==> config.mk <==
export PLATFORM = sky130hd
export DESIGN_NAME = mwire_slave
export DESIGN_NICKNAME = d
export VERILOG_FILES = /design/src/rtl/mwire_slave.sv
export SDC_FILE = /design/constraint.sdc
export NUM_CORES = 1
export LEC_CHECK = 0
export ABC_AREA = 1
export BUFFER_PORTS_ARGS = -buffer_cell sky130_fd_sc_hd__buf_2
export CAP_MARGIN = 20
export CORE_UTILIZATION = 60
export DETAILED_ROUTE_END_ITERATION = 8
export GPL_TIMING_DRIVEN = 0
export HOLD_SLACK_MARGIN = 0.06
export MAX_ROUTING_LAYER = met4
export PLACE_DENSITY = 0.82
export REMOVE_ABC_BUFFERS = 1
export SYNTH_ARGS = -nofsm -noshare
export SYNTH_HDL_FRONTEND = slang
export SYNTH_SLANG_ARGS = --single-unit
export TNS_END_PERCENT = 100
==> constraint.sdc <==
create_clock -name clk -period 4.6 [get_ports clk]
set_clock_uncertainty 0.2 [all_clocks]
set_input_delay 0.46 -clock clk [delete_from_list [all_inputs] [get_ports clk]]
set_output_delay 0.46 -clock clk [all_outputs]
set_load 0.02 [all_outputs]
==> src/rtl/mwire_slave.sv <==
module mwire_slave (
  input  logic        clk,
  input  logic        rst_n,
  input  logic        host_wr,
  input  logic        host_rd,
  input  logic [1:0]  host_addr,
  input  logic [15:0] host_wdata,
  output logic [15:0] host_rdata,
  input  logic        sclk_i,
  input  logic        cs_n_i,
  input  logic        sdi_i,
  output logic        sdo_o,
  output logic        sdo_en_o,
  output logic        irq_o
);
  logic [2:0]  sclk_q;
  logic [1:0]  cs_q, sdi_q;
  logic [4:0]  ctl_q;
  logic [15:0] txd_q, tsh_q, rsh_q, rbuf_q;
  logic [3:0]  cnt_q;
  logic        txv_q, f16_q, fecho_q, echo_bit_q, rbf_q, ovr_q;

  logic sel, rise, fall, sbit, idle, m16, echo_now, done, rd_clr;
  logic [3:0]  last;
  logic [15:0] rx_word, rx_ext;

  assign sel  = ~cs_q[1];
  assign rise = sel & sclk_q[1] & ~sclk_q[2];
  assign fall = sel & ~sclk_q[1] & sclk_q[2];
  assign sbit = sdi_q[1];
  assign idle = (cnt_q == 4'd0);
  assign m16  = idle ? ctl_q[0] : f16_q;
  assign echo_now = idle ? (ctl_q[1] & ~txv_q) : fecho_q;
  assign last = m16 ? 4'd15 : 4'd7;
  assign done = rise & (cnt_q == last);
  assign rx_word = {rsh_q[14:0], sbit};
  assign rx_ext  = m16 ? rx_word : {8'h00, rx_word[7:0]};
  assign rd_clr  = host_rd & (host_addr == 2'd0);

  always_ff @(posedge clk or negedge rst_n) begin
    if (!rst_n) begin
      sclk_q <= '0;
      cs_q   <= 2'b11;
      sdi_q  <= '0;
    end else begin
      sclk_q <= {sclk_q[1:0], sclk_i};
      cs_q   <= {cs_q[0], cs_n_i};
      sdi_q  <= {sdi_q[0], sdi_i};
    end
  end

  always_ff @(posedge clk or negedge rst_n) begin
    if (!rst_n) begin
      ctl_q <= '0;
      txd_q <= '0;
      txv_q <= 1'b0;
    end else begin
      if (host_wr && host_addr == 2'd1) ctl_q <= host_wdata[4:0];
      if (host_wr && host_addr == 2'd0) begin
        txd_q <= host_wdata;
        txv_q <= 1'b1;
      end else if (rise && idle) begin
        txv_q <= 1'b0;
      end
    end
  end

  always_ff @(posedge clk or negedge rst_n) begin
    if (!rst_n) begin
      cnt_q      <= '0;
      f16_q      <= 1'b0;
      fecho_q    <= 1'b0;
      tsh_q      <= '0;
      rsh_q      <= '0;
      echo_bit_q <= 1'b0;
    end else begin
      if (!sel)      cnt_q <= '0;
      else if (rise) cnt_q <= done ? 4'd0 : cnt_q + 4'd1;
      if (rise && idle) begin
        f16_q   <= ctl_q[0];
        fecho_q <= ctl_q[1] & ~txv_q;
      end
      if (idle)      tsh_q <= txd_q;
      else if (fall) tsh_q <= {tsh_q[14:0], 1'b0};
      if (rise)      rsh_q <= rx_word;
      if (fall)      echo_bit_q <= rsh_q[0];
    end
  end

  always_ff @(posedge clk or negedge rst_n) begin
    if (!rst_n) begin
      rbuf_q <= '0;
      rbf_q  <= 1'b0;
      ovr_q  <= 1'b0;
    end else begin
      if (done && rbf_q && !rd_clr) begin
        ovr_q <= 1'b1;
      end else begin
        if (host_wr && host_addr == 2'd2 && host_wdata[2]) ovr_q <= 1'b0;
        if (done) begin
          rbuf_q <= rx_ext;
          rbf_q  <= 1'b1;
        end else if (rd_clr) begin
          rbf_q <= 1'b0;
        end
      end
    end
  end

  always_comb begin
    case (host_addr)
      2'd0:    host_rdata = rbuf_q;
      2'd1:    host_rdata = {11'd0, ctl_q};
      2'd2:    host_rdata = {13'd0, ovr_q, rbf_q, ~idle};
      default: host_rdata = '0;
    endcase
  end

  assign sdo_en_o = sel;
  assign sdo_o    = echo_now ? echo_bit_q : (m16 ? tsh_q[15] : tsh_q[7]);
  assign irq_o    = (idle & ctl_q[2]) | (rbf_q & ctl_q[3]) | (ovr_q & ctl_q[4]);
endmodule

==> impl_metrics.toml, run 1 <==
[critical_path]
crit_chain = "inv_1, ha_1, nand2_1, nand2_1, nand2_1, nand2_1, o21ai_0, nand2_1, nand2_1, buf_2"
cp_data_arrival_time_ps = 2750
r2r_cells = 8
max_stage_delay_ps = 710
rr_startpoint = "cnt_q[0]"
cpMostUsedCell = "nand2_1"
path_max_fanout = 35
startpoint_type = "flop"
crit_path_end_kind = "output port"
r2r_end = "rbuf_q[13]"
critPathRequiredTime_ps = 3940
r2r_slack_ps = 1800
path_class = "reg2out"
slowest_stage = "nand2_1"

[layout]
fin_nets = 483
drive_gt1_frac = 0.171
final_area_mm2 = 0.00423
layout_commonest_cell = "nand2_1"
layout_common_cells = "nand2_1 (107), dfrtp_1 (83), o21ai_0 (73)"
fillers = 451
syn_to_final_growth_pct = 14.6
antenna_cells = 0

[clock_network]
cts_resized = 0
cts_buffer_depth = 2
post_cts_buffers = 0
cts.sinks = 85
htree_levels = 3
path_clk_slew_ps = 80
cts_tree = "done"
cts_buffers = 9
cts_root_buf = "clkbuf_8"
clk_latency_ps = 360

[drt]
vias = 2906
routed_wl_um = 7220
drt-vias-per-instance = 5.42
wire_per_inst_um = 13.5
drc = 0
drt.antenna.violating_nets = 0
drt_iter0_markers = 226
drt_first_pass_iters = 5

[floorplan]
die-area_mm2 = 0.00647
coreArea_mm2 = 0.00592
die_w_um = 80.5
io_pins = 44
die_h_um = 80.5
start_util = 0.624
rows = 28

[synth]
synthMuxAreaShare = 0.0335
yosys.area_share.simple = 0.195
synth_area_mm2 = 0.00369
synthCells = 412
ys_types = 24
synth_compound_area_frac = 0.110
synthAdderAreaFrac = 0.00678
synth_top_family_by_area = "simple AND/OR/NAND/NOR gates"
ys_ff_latch = 85
syn_avg_cell_area_um2 = 8.96
ys.warnings.count = 0
yosysSeqAreaShare = 0.577
synth-xor-area-share = 0.00237

[timing]
timing.final.crit_share = 0.742
tightestPinTransition_ps = 964
post-route-min-period_ps = 3410
drv_slew = 0
hold_violations = 0
worst_hold_slack_ps = 129
rsz0062_at_grt = "no"
setup_ws_ps = 1190
max_clock_freq_ghz = 0.293
maxSlewHeadroom = 0.355
tns_ps = 0
setup_viol = 0

[hold_path]
holdPathEnd = "txd_q[10]"
min_path_cells = 2
min_from = "host_wdata[10]"
hp-class = "in2reg"

[power]
powerDensity_mw_per_mm2 = 409
seqPwrFrac = 0.516
p_total_w = 0.00173
combPwrFrac = 0.137
pwr-share-clk = 0.347
leakagePower_nw = 2.12
power.internal_w = 0.00126
switching_share = 0.270
ir_drop_mv = 0.273
p_switching_w = 0.000467

[placed_design]
place_ws_ps = 1590
place_hpwl_um = 4530
routabilityCongestion = 0.793
placed_cell_area_mm2 = 0.00396
io_buffers = 43

[grt]
grt_pass1_vias = 2714
overflow = 0
track_usage = 0.259
grt_pass1_wl_um = 12200
grt_antenna_before_repair = 0
grt_max_degree = 62

[status]
status = "finished, final reports clean"

[flow_run]
max_cap_viol_count = 0
==> layout make-up <==
type                            instances  area (µm²)  area share
Timing Repair Buffer                   48         285      0.0674
Sequential cell                        85        2130       0.503
Inverter                               54         203      0.0479
Tap cell                               75        93.8      0.0222
Clock buffer                           11         151      0.0358
Clock inverter                          5        82.6      0.0195
Multi-Input combinational cell        258        1290       0.304
==> worst max path at each step <==
| stage | cells after the start | to | slack, ps | startpoint |
|---|---|---|---|---|
| 6_report | 10 | sdo_o | 1190 | cnt_q[0] |
| 3_3_place_gp | 10 | sdo_o | 1630 | cnt_q[0] |
| 2_1_floorplan | 9 | sdo_o | 2140 | cnt_q[0] |
| 5_1_grt | 10 | sdo_o | 950 | cnt_q[0] |
| 4_1_cts | 10 | sdo_o | 1210 | cnt_q[0] |
| 3_5_place_dp | 10 | sdo_o | 1590 | cnt_q[0] |
==> cells by family (layout without fill, tap and decap cells) <==
group                      count (synthesis)  count (layout)
xor gates and xnor gates                   1               1
muxes                                     11              11
AOI/OAI and AO/OA                         79              79
adders and majority gates                  2               2
DFF                                       85              85
and+or+nand+nor                          165             165
buffers and inverters                     69             118
==> metal layers <==
metal  part of all wire  global-route usage  vias to the layer above
li1                   -                   -                     1420
met1               0.47               0.352                     1410
met2               0.48               0.382                       63
met3              0.037              0.0455                       13
met4              0.020               0.118                        0
met5                  0                   -                        -
==> synthesized netlist by cell type, drive strengths merged <==
cell type,instances,area (µm²)
ha,2,25.0
a22o,2,17.5
nand4,17,106
nor3,1,16.3
nor2,28,108
o21ai,74,370
o211ai,2,15.0
buf,5,36.3
clkbuf,10,37.5
inv,54,203
mux2,11,124
a21oi,1,5.00
nand2,107,402
dfrtp,83,2080
nand3,12,90.1
xnor2,1,8.76
dfstp,2,52.6
==> power groups by stage <==
stage	Combinational (W)	Clock, W	Sequential (W)
after floorplan	0.000157	0	0.000892
after global placement	0.000220	0	0.000902
after detailed placement	0.000233	0	0.000906
after CTS	0.000238	0.000607	0.000892
after global routing	0.000273	0.000643	0.000905
final	0.000237	0.000602	0.000893
==> worst max-delay path: cells and delay by family (launching register included) <==
kind	cells	cell delay, ps
AOI/OAI and AO/OA	1	80
and+or+nand+nor	6	1470
DFF	1	400
buffers and inverters	2	240
adders and majority gates	1	210
==> stage by stage <==
step            util  std cells
2_1_floorplan      -        397
3_3_place_gp   0.664        515
3_5_place_dp   0.669        516
4_1_cts        0.715        536
5_1_grt        0.715        536
6_report       0.715        536
==> state kept, by name, indices dropped and copies added (netlist names) <==
name and count:
cnt_q 4, fecho_q 1, sclk_q 3, rbf_q 1
rsh_q 15, sdi_q 2, txd_q 16, rbuf_q 16
cs_q 2, tsh_q 16, txv_q 1, ctl_q 5
echo_bit_q 1, f16_q 1, ovr_q 1
==> repair_timing <==
action | in CTS | in global routing
setup endpoints to repair | 0 | 0
hold endpoints to repair | 27 | 0
hold buffers | 4 | 0
No activity file was read; power rests on OpenSTA's default activity.
==> run 2: changes to the inputs <==
Settings changed: ABC_AREA 1 to 0, CORE_UTILIZATION 60 to 57, PLACE_DENSITY 0.82 to 0.78.
Clock period 4.6 ns to 3.5 ns, I/O delays scaled along.
==> run 2 against run 1 <==
Cell count shrank 18%. Critical endpoint unchanged. Clock-buffer cell count increased by 1. Die area up 4.0%.
==> impl_metrics.toml, run 2 <==
[status]
status = "finished, final reports clean"

[hold_path]
hp-class = "in2reg"

[floorplan]
io_pins = 44
die_h_um = 82.1
coreArea_mm2 = 0.00606
die_w_um = 82.1
start_util = 0.603
die-area_mm2 = 0.00673
rows = 28

[synth]
ys_ff_latch = 85
synth_top_family_by_area = "multiplexers"
synth_top_cell_area_share = 0.568
synth-main-ff-cell = "dfrtp_1"
synthArstFlopShare = 1.00
yosysSeqAreaShare = 0.583
yosys.area_share.simple = 0.107
synth.most_common_cell = "dfrtp_1"
synthMuxAreaShare = 0.207
synth_compound_area_frac = 0.0640
netlist_top_cells_area = "dfrtp_1 (57%), mux2_2 (14%), mux2i_1 (5.5%)"
synth-xor-area-share = 0.00479
ys_types = 35
ys.warnings.count = 0
synth_enable_flop_cells = 0
syn_avg_cell_area_um2 = 12.4
synthCells = 295
synth_area_mm2 = 0.00365
yosys.area.top_type = "dfrtp_1"
synthAdderAreaFrac = 0.00685
synthTopCellsByCount = "dfrtp_1 (83), mux2_2 (44), nand2_1 (41)"

[drt]
vias = 2373
wire_per_inst_um = 15.2
drc = 0
drt_first_pass_iters = 4
drt-vias-per-instance = 5.39
routed_wl_um = 6670
drt_iter0_markers = 129
drt.antenna.violating_nets = 0

[clock_network]
cts_root_buf = "clkbuf_8"
cts_buffers = 9
cts_resized = 0
htree_levels = 3
cts.sinks = 85
cts-hold-fix-buffers = 20
path_clk_slew_ps = 80
cts_tree = "done"
cts_buffer_depth = 2
clk_latency_ps = 350
post_cts_buffers = 0

[grt]
grt_pass1_wl_um = 11200
track_usage = 0.233
grt_max_degree = 53
overflow = 0
grt_pass1_vias = 2434
grt_antenna_before_repair = 0

[placed_design]
place_hpwl_um = 4290
routabilityCongestion = 0.805
io_buffers = 43
place_ws_ps = 762

[timing]
timing.final.crit_share = 0.898
maxSlewHeadroom = 0.436
tightestPinTransition_ps = 846
tns_ps = 0
setup_viol = 0
setup_ws_ps = 357
hold_violations = 0
drv_slew = 0
post-route-min-period_ps = 3140
rsz0062_at_grt = "no"
max_clock_freq_ghz = 0.318

[critical_path]
cp_data_arrival_time_ps = 2590
path_max_fanout = 12
critPathRequiredTime_ps = 2950
crit_path_end_kind = "output port"
startpoint_type = "flop"
path_class = "reg2out"

[layout]
drive_gt1_frac = 0.321
antenna_cells = 0
layout_commonest_cell = "dfrtp_1"
top_regs = "rbuf_q: 16 flops, tsh_q: 16 flops, txd_q: 16 flops"
layout_common_cells = "dfrtp_1 (83), mux2_2 (44), buf_2 (42)"
finalCoreUtilization = 0.724
syn_to_final_growth_pct = 20.0
fin_nets = 387

[power]
powerDensity_mw_per_mm2 = 539
p_total_w = 0.00236
ir_drop_mv = 0.292
leakagePower_nw = 2.09

[flow_run]
max_cap_viol_count = 0
## run 2: cell count changes in the layout (fill, tap and decap cells not counted), moves of 8 or more
cell,previous run,this run
and2_1,0,14
dlygate4sd3_1,4,20
mux2_2,11,44
mux2i_1,0,20
o21ai_0,73,28
inv_1,53,7
nor2_1,27,7
nand2_1,107,41
nand3_1,9,1
nand4_1,17,0
## run 2: worst paths after layout
path	depth (start not counted)	slack (ps)	startpoint	to
setup / recovery	7	360	cnt_q[0]	sdo_o
hold / removal	4	150	host_wr	ovr_q
setup reg to reg	8	940	cnt_q[0]	tsh_q[1]
hold reg to reg	0	160	sclk_q[0]	sclk_q[1]
max in group asynchronous	3	2180	rst_n	cs_q[0]
min in group asynchronous	2	290	rst_n	cnt_q[0]
## run 2: power by group
part / switching, W / internal [W] / total, W
combinational: 0.000164 / 0.000189 / 0.000353
clock: 0.000337 / 0.000421 / 0.000759
sequential: 0.000112 / 0.00114 / 0.00125
total: 0.000614 / 0.00175 / 0.00236
## run 2: logic make-up after synthesis
kind of cell / after synthesis
and+or+nand+nor: 79
xor gates and xnor gates: 2
muxes: 68
AOI/OAI and AO/OA: 38
buffers and inverters: 21
DFF: 85
adders and majority gates: 2
## run 2: stage by stage
step           area, µm²  hold WS, ps  std cells
6_report            4390          150        440
3_3_place_gp        3890          134        399
5_1_grt             4390          146        440
3_5_place_dp        3970          131        404
4_1_cts             4390          138        440
2_1_floorplan       3580         -146        281
## run 2: worst max-delay path: stages, from the launching register on
cell and delay (ps):
dfrtp_1 430, inv_1 80, ha_1 130, nor3b_2 650, buf_6 260, mux2_2 350, o21a_1 190, buf_2 160
## run 2: layer usage
metal,routed length (µm),up-vias,share of wire,GRT usage
met3,199,7,0.030,0.0478
met4,106,0,0.016,0.100
met5,0,-,0,-
met1,3220,1179,0.48,0.305
li1,-,1143,-,-
met2,3140,44,0.47,0.355
## run 2: final cells by class
| type | instances | area [µm²] |
|---|---|---|
| inverter | 7 | 26.3 |
| sequential | 85 | 2130 |
| fill | 418 | 1680 |
| multi-input combinational | 189 | 1430 |
| clock inverter | 4 | 72.6 |
| tap | 75 | 93.8 |
| clock buffer | 12 | 145 |
| timing repair buffer | 68 | 487 |
==> run 3: changes to the inputs <==
Settings changed: CELL_PAD_IN_SITES_DETAIL_PLACEMENT set to 0, CELL_PAD_IN_SITES_GLOBAL_PLACEMENT set to 1, CORE_UTILIZATION 57 to 46, PLACE_DENSITY 0.78 to not set, PLACE_DENSITY_LB_ADDON set to 0.1.
==> run 3 against run 2 <==
Sequential share of layout area unchanged. Worst setup slack got worse by 43 ps. Total power shrank 4.7%. Cell count up 5.9%. Largest power group unchanged.
==> impl_metrics.toml, run 3 (same netlist as run 2, synthesis figures left out) <==
[status]
status = "finished, final reports clean"

[clock_network]
cts_buffer_depth = 2
post_cts_buffers = 0
cts_resized = 0
clk_latency_ps = 360
htree_levels = 3
cts_buffers = 9
cts_tree = "done"
cts_root_buf = "clkbuf_8"
cts.sinks = 85
cts-hold-fix-buffers = 20
path_clk_slew_ps = 80

[hold_path]
holdPathEnd = "sdi_q[1]"
hp-class = "reg2reg"
min_path_cells = 0
min_from = "sdi_q[0]"

[drt]
routed_wl_um = 6400
drt.antenna.violating_nets = 0
wire_per_inst_um = 13.7
drc = 0
drt_iter0_markers = 107
drt_first_pass_iters = 4
vias = 2305
drt-vias-per-instance = 4.95

[power]
ir_drop_mv = 0.256
p_switching_w = 0.000622
p_total_w = 0.00225
leakagePower_nw = 2.07
switching_share = 0.276
seqPwrFrac = 0.553
power.internal_w = 0.00163
combPwrFrac = 0.153
powerDensity_mw_per_mm2 = 514
pwr-share-clk = 0.294

[layout]
fillers = 679
layout_commonest_cell = "dfrtp_1"
layout_common_cells = "dfrtp_1 (83), mux2_2 (44), buf_2 (42)"
antenna_cells = 0
top_regs = "rbuf_q: 16 flops, tsh_q: 16 flops, txd_q: 16 flops"
multi_input_area_mm2 = 0.00143
drive_gt1_frac = 0.327
syn_to_final_growth_pct = 20.0
fin_nets = 386
regArea_mm2 = 0.00213
finalCoreUtilization = 0.570

[placed_design]
io_buffers = 43
routabilityCongestion = 0.746
place_hpwl_um = 4250
place_ws_ps = 678

[grt]
grt_max_degree = 58
overflow = 0
track_usage = 0.179
grt_antenna_before_repair = 0
grt_pass1_vias = 2318
grt_pass1_wl_um = 11300

[timing]
max_clock_freq_ghz = 0.314
hold_violations = 0
setup_ws_ps = 314
setup_viol = 0
tightestPinTransition_ps = 894
timing.final.crit_share = 0.910
rsz0062_at_grt = "no"
maxSlewHeadroom = 0.403
drv_slew = 0
post-route-min-period_ps = 3190

[critical_path]
r2r_slack_ps = 1120
r2r_cells = 7
startpoint_type = "flop"
rr_startpoint = "cnt_q[0]"
critPathRequiredTime_ps = 2950
path_class = "reg2out"
r2r_end = "tsh_q[1]"
crit_path_end_kind = "output port"
path_max_fanout = 12
cp_data_arrival_time_ps = 2640

[floorplan]
rows = 32
start_util = 0.475
coreArea_mm2 = 0.00769
die_h_um = 91.1
die_w_um = 91.1
die-area_mm2 = 0.00830
io_pins = 44

[flow_run]
max_cap_viol_count = 0
-- run 3: how the worst max path moves through the flow --
stage | slack, ps | cells past startpoint | end | start
after floorplan | -840 | 6 | tsh_q[1] | cnt_q[0]
after global placement | -2700 | 6 | tsh_q[1] | cnt_q[0]
after detailed placement | 680 | 8 | sdo_o | cnt_q[0]
after CTS | 270 | 8 | sdo_o | cnt_q[0]
after global routing | 150 | 8 | sdo_o | cnt_q[0]
final | 310 | 8 | sdo_o | cnt_q[0]
-- run 3: critical path, stage by stage (launching register included) --
cell and delay [ps]:
dfrtp_1 430, inv_1 70, ha_1 130, nor3b_2 520
buf_6 270, buf_6 180, mux2_2 340, o21a_1 180
buf_2 160
-- run 3: through the flow --
stage                     hold slack (ps)  instances  setup TNS [ps]  cell area, µm²
final                                 151        466               0            4390
after global placement                134        426          -66460            3920
after floorplan                      -146        281          -15290            3580
after detailed placement              110        430               0            3990
after CTS                             152        466               0            4390
after global routing                  158        466               0            4390
-- run 3: per-layer routing --
metal / part of all wire / global-route usage
met1: 0.50 / 0.243
met5: 0 / -
met3: 0.030 / 0.0343
met4: 0.019 / 0.0833
met2: 0.45 / 0.262
-- run 3: power groups by stage --
stage                     Sequential, W  Combinational, W  Clock (W)
after floorplan                 0.00123          0.000239          0
after global placement          0.00126          0.000318          0
after detailed placement        0.00127          0.000334          0
after CTS                       0.00125          0.000353   0.000682
after global routing            0.00127          0.000391   0.000729
final                           0.00125          0.000345   0.000662
-- run 3: layout make-up --
class / count / area share
clock buffer: 11 / 0.0345
inverter: 7 / 0.00599
sequential: 85 / 0.486
tap: 102 / 0.0291
clock inverter: 5 / 0.00942
timing repair buffer: 67 / 0.108
multi-input combinational: 189 / 0.327
